[config.mk]
export PLATFORM = sky130hd
export DESIGN_NAME = prio_irq_arb
export DESIGN_NICKNAME = d
export VERILOG_FILES = /design/src/rtl/prio_irq_pkg.sv /design/src/rtl/prio_irq_lvl.sv /design/src/rtl/prio_irq_bids.sv /design/src/rtl/prio_irq_max.sv /design/src/rtl/prio_irq_arb.sv
export SDC_FILE = /design/constraint.sdc
export NUM_CORES = 1
export LEC_CHECK = 0
export ABC_CLOCK_PERIOD_IN_PS = 3000
export BUFFER_PORTS_ARGS = -buffer_cell sky130_fd_sc_hd__buf_2
export CORE_MARGIN = 8
export CORE_UTILIZATION = 61
export DETAILED_ROUTE_END_ITERATION = 10
export PLACE_DENSITY = 0.85
export SETUP_SLACK_MARGIN = 0.5
export SYNTH_ARGS = -nofsm -noshare
export SYNTH_HDL_FRONTEND = slang
export SYNTH_HIERARCHICAL = 1
export SYNTH_SLANG_ARGS = --single-unit
[constraint.sdc]
create_clock -name clk -period 3 [get_ports clk]
set_input_delay 0.6 -clock clk [delete_from_list [all_inputs] [get_ports clk]]
set_output_delay 0.6 -clock clk [all_outputs]
set_load 0.005 [all_outputs]
[src/rtl/prio_irq_pkg.sv]
package prio_irq_pkg;
    localparam int NCH    = 2;
    localparam int NUNIT  = 2;
    localparam int PER_CH = 6;
    localparam int NSRC   = PER_CH * NCH + 2 * NUNIT;

    // source type codes (bid bits 4:1)
    localparam logic [3:0] C_RX_OK  = 4'b0001;
    localparam logic [3:0] C_RX_ERR = 4'b0101;
    localparam logic [3:0] C_RX_WD  = 4'b0100;
    localparam logic [3:0] C_TX     = 4'b0010;
    localparam logic [3:0] C_BRK    = 4'b1110;
    localparam logic [3:0] C_LPB    = 4'b1111;
    localparam logic [3:0] C_COS    = 4'b0110;
    localparam logic [3:0] C_XON    = 4'b0111;
    localparam logic [3:0] C_ADR    = 4'b1011;
    localparam logic [3:0] C_TMR    = 4'b1000;

    typedef enum logic {
        ST_WATCH,
        ST_HOLD
    } arb_state_e;
endpackage

[src/rtl/prio_irq_lvl.sv]
module prio_irq_lvl #(
    parameter int CNT_W = 7,
    parameter int DEPTH = 64
) (
    input  logic [CNT_W-1:0] cnt_i,
    input  logic [1:0]       sel_i,
    output logic             met_o
);
    localparam int L_HALF = DEPTH / 2;
    localparam int L_3Q   = (3 * DEPTH) / 4;

    logic [CNT_W-1:0] mark;

    always_comb begin
        case (sel_i)
            2'd0:    mark = CNT_W'(1);
            2'd1:    mark = CNT_W'(L_HALF);
            2'd2:    mark = CNT_W'(L_3Q);
            default: mark = CNT_W'(DEPTH);
        endcase
    end

    assign met_o = (cnt_i >= mark);
endmodule

[src/rtl/prio_irq_bids.sv]
module prio_irq_bids
    import prio_irq_pkg::*;
#(
    parameter int BID_W = 12,
    parameter int DEPTH = 64,
    localparam int FLD_W = BID_W - 5
) (
    input  logic [NCH-1:0][FLD_W-1:0]   rx_cnt_i,
    input  logic [NCH-1:0][1:0]         rx_lvl_i,
    input  logic [NCH-1:0]              rx_err_i,
    input  logic [NCH-1:0]              rx_wd_i,
    input  logic [NCH-1:0][FLD_W-1:0]   tx_free_i,
    input  logic [NCH-1:0][1:0]         tx_lvl_i,
    input  logic [NCH-1:0]              brk_evt_i,
    input  logic [NCH-1:0][FLD_W-1:0]   brk_fld_i,
    input  logic [NCH-1:0]              lpb_evt_i,
    input  logic [NCH-1:0][FLD_W-1:0]   lpb_fld_i,
    input  logic [NCH-1:0]              xon_evt_i,
    input  logic [NCH-1:0][FLD_W-1:0]   xon_fld_i,
    input  logic [NCH-1:0]              adr_evt_i,
    input  logic [NCH-1:0][FLD_W-1:0]   adr_fld_i,
    input  logic [NUNIT-1:0]            cos_evt_i,
    input  logic [NUNIT-1:0][FLD_W-1:0] cos_fld_i,
    input  logic [NUNIT-1:0]            tmr_evt_i,
    input  logic [NUNIT-1:0][FLD_W-1:0] tmr_fld_i,
    output logic [NSRC-1:0]             act_o,
    output logic [NSRC-1:0][BID_W-1:0]  bids_o
);
    logic [NSRC-1:0][BID_W-1:0] raw;

    for (genvar ch = 0; ch < NCH; ch++) begin : g_ch
        localparam int   BASE = ch * PER_CH;
        localparam logic UNIT = 1'(ch);
        logic       rx_met;
        logic       tx_met;
        logic [3:0] rx_code;

        prio_irq_lvl #(.CNT_W(FLD_W), .DEPTH(DEPTH)) u_rx_lvl (
            .cnt_i (rx_cnt_i[ch]),
            .sel_i (rx_lvl_i[ch]),
            .met_o (rx_met)
        );
        prio_irq_lvl #(.CNT_W(FLD_W), .DEPTH(DEPTH)) u_tx_lvl (
            .cnt_i (tx_free_i[ch]),
            .sel_i (tx_lvl_i[ch]),
            .met_o (tx_met)
        );

        // error outranks watchdog, watchdog outranks plain data
        assign rx_code = rx_err_i[ch] ? C_RX_ERR : (rx_wd_i[ch] ? C_RX_WD : C_RX_OK);

        assign act_o[BASE+0] = rx_met | rx_wd_i[ch];
        assign raw[BASE+0]   = {rx_cnt_i[ch], rx_code, UNIT};
        assign act_o[BASE+1] = tx_met;
        assign raw[BASE+1]   = {tx_free_i[ch], C_TX, UNIT};
        assign act_o[BASE+2] = brk_evt_i[ch];
        assign raw[BASE+2]   = {brk_fld_i[ch], C_BRK, UNIT};
        assign act_o[BASE+3] = lpb_evt_i[ch];
        assign raw[BASE+3]   = {lpb_fld_i[ch], C_LPB, UNIT};
        assign act_o[BASE+4] = xon_evt_i[ch];
        assign raw[BASE+4]   = {xon_fld_i[ch], C_XON, UNIT};
        assign act_o[BASE+5] = adr_evt_i[ch];
        assign raw[BASE+5]   = {adr_fld_i[ch], C_ADR, UNIT};
    end

    for (genvar u = 0; u < NUNIT; u++) begin : g_unit
        localparam int   COS_IDX = PER_CH * NCH + u;
        localparam int   TMR_IDX = PER_CH * NCH + NUNIT + u;
        localparam logic UNIT    = 1'(u);
        assign act_o[COS_IDX] = cos_evt_i[u];
        assign raw[COS_IDX]   = {cos_fld_i[u], C_COS, UNIT};
        assign act_o[TMR_IDX] = tmr_evt_i[u];
        assign raw[TMR_IDX]   = {tmr_fld_i[u], C_TMR, UNIT};
    end

    for (genvar i = 0; i < NSRC; i++) begin : g_gate
        assign bids_o[i] = act_o[i] ? raw[i] : '0;
    end
endmodule

[src/rtl/prio_irq_max.sv]
module prio_irq_max #(
    parameter int BID_W = 12,
    parameter int NSRC  = 16,
    localparam int IDX_W = (NSRC > 1) ? $clog2(NSRC) : 1
) (
    input  logic [NSRC-1:0][BID_W-1:0] bids_i,
    output logic [BID_W-1:0]           best_o,
    output logic [IDX_W-1:0]           idx_o
);
    always_comb begin
        best_o = '0;
        idx_o  = '0;
        for (int i = 0; i < NSRC; i++) begin
            if (bids_i[i] > best_o) begin
                best_o = bids_i[i];
                idx_o  = IDX_W'(i);
            end
        end
    end
endmodule

[src/rtl/prio_irq_arb.sv]
module prio_irq_arb
    import prio_irq_pkg::*;
#(
    parameter int BID_W = 12,
    parameter int DEPTH = 64,
    localparam int FLD_W = BID_W - 5,
    localparam int THR_W = BID_W - 1
) (
    input  logic                        clk,
    input  logic                        rst_n,
    input  logic                        ack_i,
    input  logic [NCH-1:0][FLD_W-1:0]   rx_cnt_i,
    input  logic [NCH-1:0][1:0]         rx_lvl_i,
    input  logic [NCH-1:0]              rx_err_i,
    input  logic [NCH-1:0]              rx_wd_i,
    input  logic [NCH-1:0][FLD_W-1:0]   tx_free_i,
    input  logic [NCH-1:0][1:0]         tx_lvl_i,
    input  logic [NCH-1:0]              brk_evt_i,
    input  logic [NCH-1:0][FLD_W-1:0]   brk_fld_i,
    input  logic [NCH-1:0]              lpb_evt_i,
    input  logic [NCH-1:0][FLD_W-1:0]   lpb_fld_i,
    input  logic [NCH-1:0]              xon_evt_i,
    input  logic [NCH-1:0][FLD_W-1:0]   xon_fld_i,
    input  logic [NCH-1:0]              adr_evt_i,
    input  logic [NCH-1:0][FLD_W-1:0]   adr_fld_i,
    input  logic [NUNIT-1:0]            cos_evt_i,
    input  logic [NUNIT-1:0][FLD_W-1:0] cos_fld_i,
    input  logic [NUNIT-1:0]            tmr_evt_i,
    input  logic [NUNIT-1:0][FLD_W-1:0] tmr_fld_i,
    input  logic [THR_W-1:0]            thresh_i,
    output logic                        irq_o,
    output logic [BID_W-1:0]            win_bid_o,
    output logic [3:0]                  win_type_o
);
    localparam int IDX_W = (NSRC > 1) ? $clog2(NSRC) : 1;

    logic [NSRC-1:0]            act;
    logic [NSRC-1:0][BID_W-1:0] bids;
    logic [BID_W-1:0]           best;
    logic [IDX_W-1:0]           best_idx;
    logic                       above;
    logic                       release_hold;

    arb_state_e       state_q, state_d;
    logic [IDX_W-1:0] widx_q;

    prio_irq_bids #(.BID_W(BID_W), .DEPTH(DEPTH)) u_bids (
        .rx_cnt_i  (rx_cnt_i),
        .rx_lvl_i  (rx_lvl_i),
        .rx_err_i  (rx_err_i),
        .rx_wd_i   (rx_wd_i),
        .tx_free_i (tx_free_i),
        .tx_lvl_i  (tx_lvl_i),
        .brk_evt_i (brk_evt_i),
        .brk_fld_i (brk_fld_i),
        .lpb_evt_i (lpb_evt_i),
        .lpb_fld_i (lpb_fld_i),
        .xon_evt_i (xon_evt_i),
        .xon_fld_i (xon_fld_i),
        .adr_evt_i (adr_evt_i),
        .adr_fld_i (adr_fld_i),
        .cos_evt_i (cos_evt_i),
        .cos_fld_i (cos_fld_i),
        .tmr_evt_i (tmr_evt_i),
        .tmr_fld_i (tmr_fld_i),
        .act_o     (act),
        .bids_o    (bids)
    );

    prio_irq_max #(.BID_W(BID_W), .NSRC(NSRC)) u_max (
        .bids_i (bids),
        .best_o (best),
        .idx_o  (best_idx)
    );

    // channel bit (bit 0) is left out of the threshold compare
    assign above        = (best[BID_W-1:1] > thresh_i);
    assign release_hold = ack_i | ~act[widx_q];

    always_comb begin
        state_d = state_q;
        unique case (state_q)
            ST_WATCH: if (above)        state_d = ST_HOLD;
            ST_HOLD:  if (release_hold) state_d = ST_WATCH;
        endcase
    end

    always_ff @(posedge clk or negedge rst_n) begin
        if (!rst_n) state_q <= ST_WATCH;
        else        state_q <= state_d;
    end

    always_ff @(posedge clk or negedge rst_n) begin
        if (!rst_n) begin
            irq_o      <= 1'b0;
            win_bid_o  <= '0;
            win_type_o <= '0;
            widx_q     <= '0;
        end else begin
            unique case (state_q)
                ST_WATCH: begin
                    win_bid_o  <= best;
                    win_type_o <= best[4:1];
                    widx_q     <= best_idx;
                    irq_o      <= above;
                end
                ST_HOLD: begin
                    if (release_hold) begin
                        win_bid_o  <= best;
                        win_type_o <= best[4:1];
                        widx_q     <= best_idx;
                        irq_o      <= 1'b0;
                    end
                end
            endcase
        end
    end
endmodule

==> flow_summary_export.csv, run 1 <==
group,metric,value,unit
cts,post_cts_buffers,123,
die,die_w,149,um
cts,cts_sinks,18,
synth,ys_seq_area_share,4.17,%
outcome,firstError,"[ERROR DPL-0038] Utilization greater than 100%, impossible to legalize",
synth,synth_ff_type,"dfrtp_1",
place,dpl.hpwl,38.3,mm
cts,cts-resized-gates,299,
cts,numCtsBuffers,3,
cts,hold_buffers,0,
synth,synth_top_cell_by_area,"ha_1",
synth,synth.area.top_cells,"ha_1 (24%), buf_4 (6.6%), and2_1 (5.8%)",
synth,ys_ff_latch,18,
die,start_util,62.5,%
synth,synth.top_cell.area_share,24.2,%
synth,yosysMostFrequentCell,"ha_1",
cts,h-tree-depth,1,
place,gp_congestion,0.995,
synth,synthTopCellsByCount,"ha_1 (209), inv_1 (128), a21oi_1 (119), and2_1 (100), buf_4 (95)",
outcome,run_status,"aborted with a tool error",
synth,syn_area,10800,um^2
die,rows,48,
synth,netlist_instances,1431,
synth,synth-edff-count,0,
die,io_pins,167,
synth,avgSynthCellArea,7.56,um^2
outcome,lastStage,"clock tree synthesis",
cts,clockRootBuffer,"clkbuf_16",
synth,ys_types,93,
die,fp.dieH,149,um
place,portBuffers,166,
synth,synth_warnings,6,
cts,clock_path_buffers,2,
synth,synth_async_sr_flop_share,100,%
cell families after synthesis:
family | after synthesis | synth area share [%]
compound gates | 462 | 29.7
simple gates | 385 | 19.6
xor+xnor | 5 | 0.405
mux | 84 | 8.76
fa+ha+maj | 209 | 24.2
buf+inv | 267 | 13.1
flops | 18 | 4.17
other cells | 1 | 0.0347
per-stage QoR:
stage | std cells | hold WS [ps] | setup slack (ps) | area [um^2]
after detailed placement | 2173 | 496 | -28970 | 14900
after global placement | 2173 | 485 | -26180 | 14900
after floorplan | 1464 | 304 | -25660 | 11500
==> run 2: changes to the inputs <==
CORE_UTILIZATION = 40   (was 61)
PLACE_DENSITY = not set   (was 0.85)
PLACE_DENSITY_LB_ADDON = 0.15   (was not set)
SETUP_SLACK_MARGIN = not set   (was 0.5)
==> flow_summary_export.csv, run 2 <==
group,metric,value,unit
detailed_routing,wire_per_inst,17.0,um
synth,synth.area.top_cells,"ha_1 (24%), buf_4 (6.6%), and2_1 (5.8%)",
setup_path,cp.arrival,29240,ps
cts,numCtsBuffers,3,
detailed_routing,drtIter0Drc,672,
synth,ys_ff_latch,18,
final_layout,insertedDiodeCount,0,
detailed_routing,drtAntennaViolNets,0,
final_layout,final_area,18700,um^2
outcome,violations,"negative setup slack",
global_route,grt_pass1_wl,64.1,mm
timing,slew_headroom,64.6,%
setup_path,cpPeakStageDelay,540,ps
synth,ys_types,93,
final_layout,layout.nets,2491,
final_layout,largest_register,"win_bid_o",
synth,ys_seq_area_share,4.17,%
cts,clkSlewWorstSetupHoldPaths,60,ps
timing,rsz0062_at_grt,"yes",
synth,synth-edff-count,0,
final_layout,largest_register_ffs,12,
place,dpl.hpwl,31.5,mm
place,dpl_cell_area,15300,um^2
setup_path,crit_type,"in2reg",
cts,clock_path_buffers,2,
synth,synth_warnings,6,
min_path,hp-class,"in2async",
timing,worst_clock_skew,4.34,ps
detailed_routing,remaining_drc_errors,0,
die,io_pins,167,
timing,slew_viol_final,0,
setup_path,cp_max_fo,11,
final_layout,layout.cells.most_common,"buf_4",
timing,setup_violations,18,
setup_path,cp-start-kind,"primary input",
cts,clock_latency,250,ps
cts,h-tree-depth,1,
detailed_routing,drt_first_pass_iters,5,
die,start_util,40.5,%
synth,synth.top_cell.area_share,24.2,%
timing,worst_slew_pin_slew,531,ps
synth,synthTopCellsByCount,"ha_1 (209), inv_1 (128), a21oi_1 (119), and2_1 (100), buf_4 (95)",
synth,yosysMostFrequentCell,"ha_1",
final_layout,syn_to_final_growth,72.5,%
synth,synth_async_sr_flop_share,100,%
final_layout,final_cell_mix,"buf_4 (577), buf_2 (164), ha_1 (158)",
global_route,grt_max_degree,20,
timing,min_period,29100,ps
synth,synth_top_cell_by_area,"ha_1",
synth,syn_area,10800,um^2
cts,cts_sinks,18,
detailed_routing,drt-vias-per-instance,5.34,
global_route,grt.total_usage,23.0,%
die,core,26700,um^2
die,rows,60,
timing,max_freq,0.0344,GHz
die,dieArea,32600,um^2
run,drv_cap,0,
detailed_routing,postRouteWirelength,41.9,mm
timing,final-hold-violation-count,0,
final_layout,drive_above_1_share,55.4,%
setup_path,crit_family,"compound AO/OA/AOI/OAI gates",
global_route,overflow,0,
cts,hold_buffers,0,
place,portBuffers,166,
timing,period_share,970,%
setup_path,cp-end-kind,"flop",
detailed_routing,vias,13200,
timing,finalWorstSetupSlack,-26100,ps
setup_path,slowest_stage,"or4b_4",
die,fp.dieH,180,um
cts,clockRootBuffer,"clkbuf_16",
synth,netlist_instances,1431,
setup_path,crit_path_frequent_cell,"a21o_1",
synth,synth_ff_type,"dfrtp_1",
place,gp_congestion,0.915,
global_route,grt_pass1_vias,13300,
outcome,run_status,"finished with violations",
cts,cts_tree,"yes",
final_layout,largest_registers,"win_bid_o x12, widx_q x4",
synth,avgSynthCellArea,7.56,um^2
timing,fin_hold_ws,275,ps
setup_path,cp_data_required_time,3130,ps
timing,finalSetupTns,-459170,ps
global_route,antenna_found_initial,0,
die,die_w,180,um
setup_path,crit_buf_inv,23,
-- run 2: final timing paths --
check,from,to,slack [ps],cells after the start
setup / recovery,rx_lvl_i[1],state_q,-26100,162
hold / removal,rst_n,win_bid_o[7],270,1
setup reg to reg,widx_q[0],win_bid_o[0],740,5
hold reg to reg,win_bid_o[10],win_bid_o[10],500,1
max in group asynchronous,rst_n,widx_q[3],2420,1
min in group clk,win_bid_o[10],win_bid_o[10],500,1
-- run 2: through the flow --
stage / setup WS (ps) / utilization, % / cells
floorplan: -25660 / - / 1464
global placement: -26920 / 57.1 / 2310
detailed placement: -27410 / 57.1 / 2310
CTS: -25440 / 64.9 / 2419
global route: -27430 / 69.8 / 2472
finish: -26100 / 69.8 / 2472
-- run 2: routing by layer --
metal / up-vias / wire length (um) / track usage, % / part of all wire, %
li1: 6541 / - / - / -
met1: 6271 / 18000 / 27.8 / 43
met2: 302 / 21600 / 43.6 / 51
met3: 84 / 1260 / 1.53 / 3.0
met4: 0 / 1070 / 4.93 / 2.6
met5: - / 0 / 0 / 0
-- run 2: worst register-to-register path, cell delays in order (launching register included) --
cell and delay, ps:
dfrtp_1 640, mux4_2 570, nand2b_1 160, o311a_1 130, nand2b_4 280, mux2_4 350
-- run 2: area by class of cell --
| type | count | area, um^2 |
|---|---|---|
| multi-input cells | 1184 | 11200 |
| fillers | 2074 | 8070 |
| repair buffers | 797 | 5940 |
| inverters | 128 | 510 |
| flip-flops and latches | 18 | 450 |
| well taps | 341 | 427 |
| clock buffers | 4 | 88.8 |
-- run 2: what timing repair did --
action | 4_1_cts | 5_1_grt
pin swaps | 95 | 133
cloned | 10 | 0
resized for setup | 232 | 183
buffers inserted | 95 | 58
endpoints found under the setup margin | 18 | 18
-- run 2: cells by family (layout without fill, tap and decap cells) --
logic type | count (synthesis) | count (layout) | synth area share, %
AO/OA/AOI/OAI | 462 | 467 | 29.7
XOR/XNOR | 5 | 5 | 0.405
adder cells (fa/ha/maj) | 209 | 209 | 24.2
buffers and inverters | 267 | 929 | 13.1
flip-flops | 18 | 18 | 4.17
multiplexers | 84 | 84 | 8.76
other | 1 | 34 | 0.0347
AND/OR/NAND/NOR | 385 | 385 | 19.6
Power of run 2 is not shown: default switching activity piles up to over one toggle a cycle in this logic, so the estimate is an artifact.
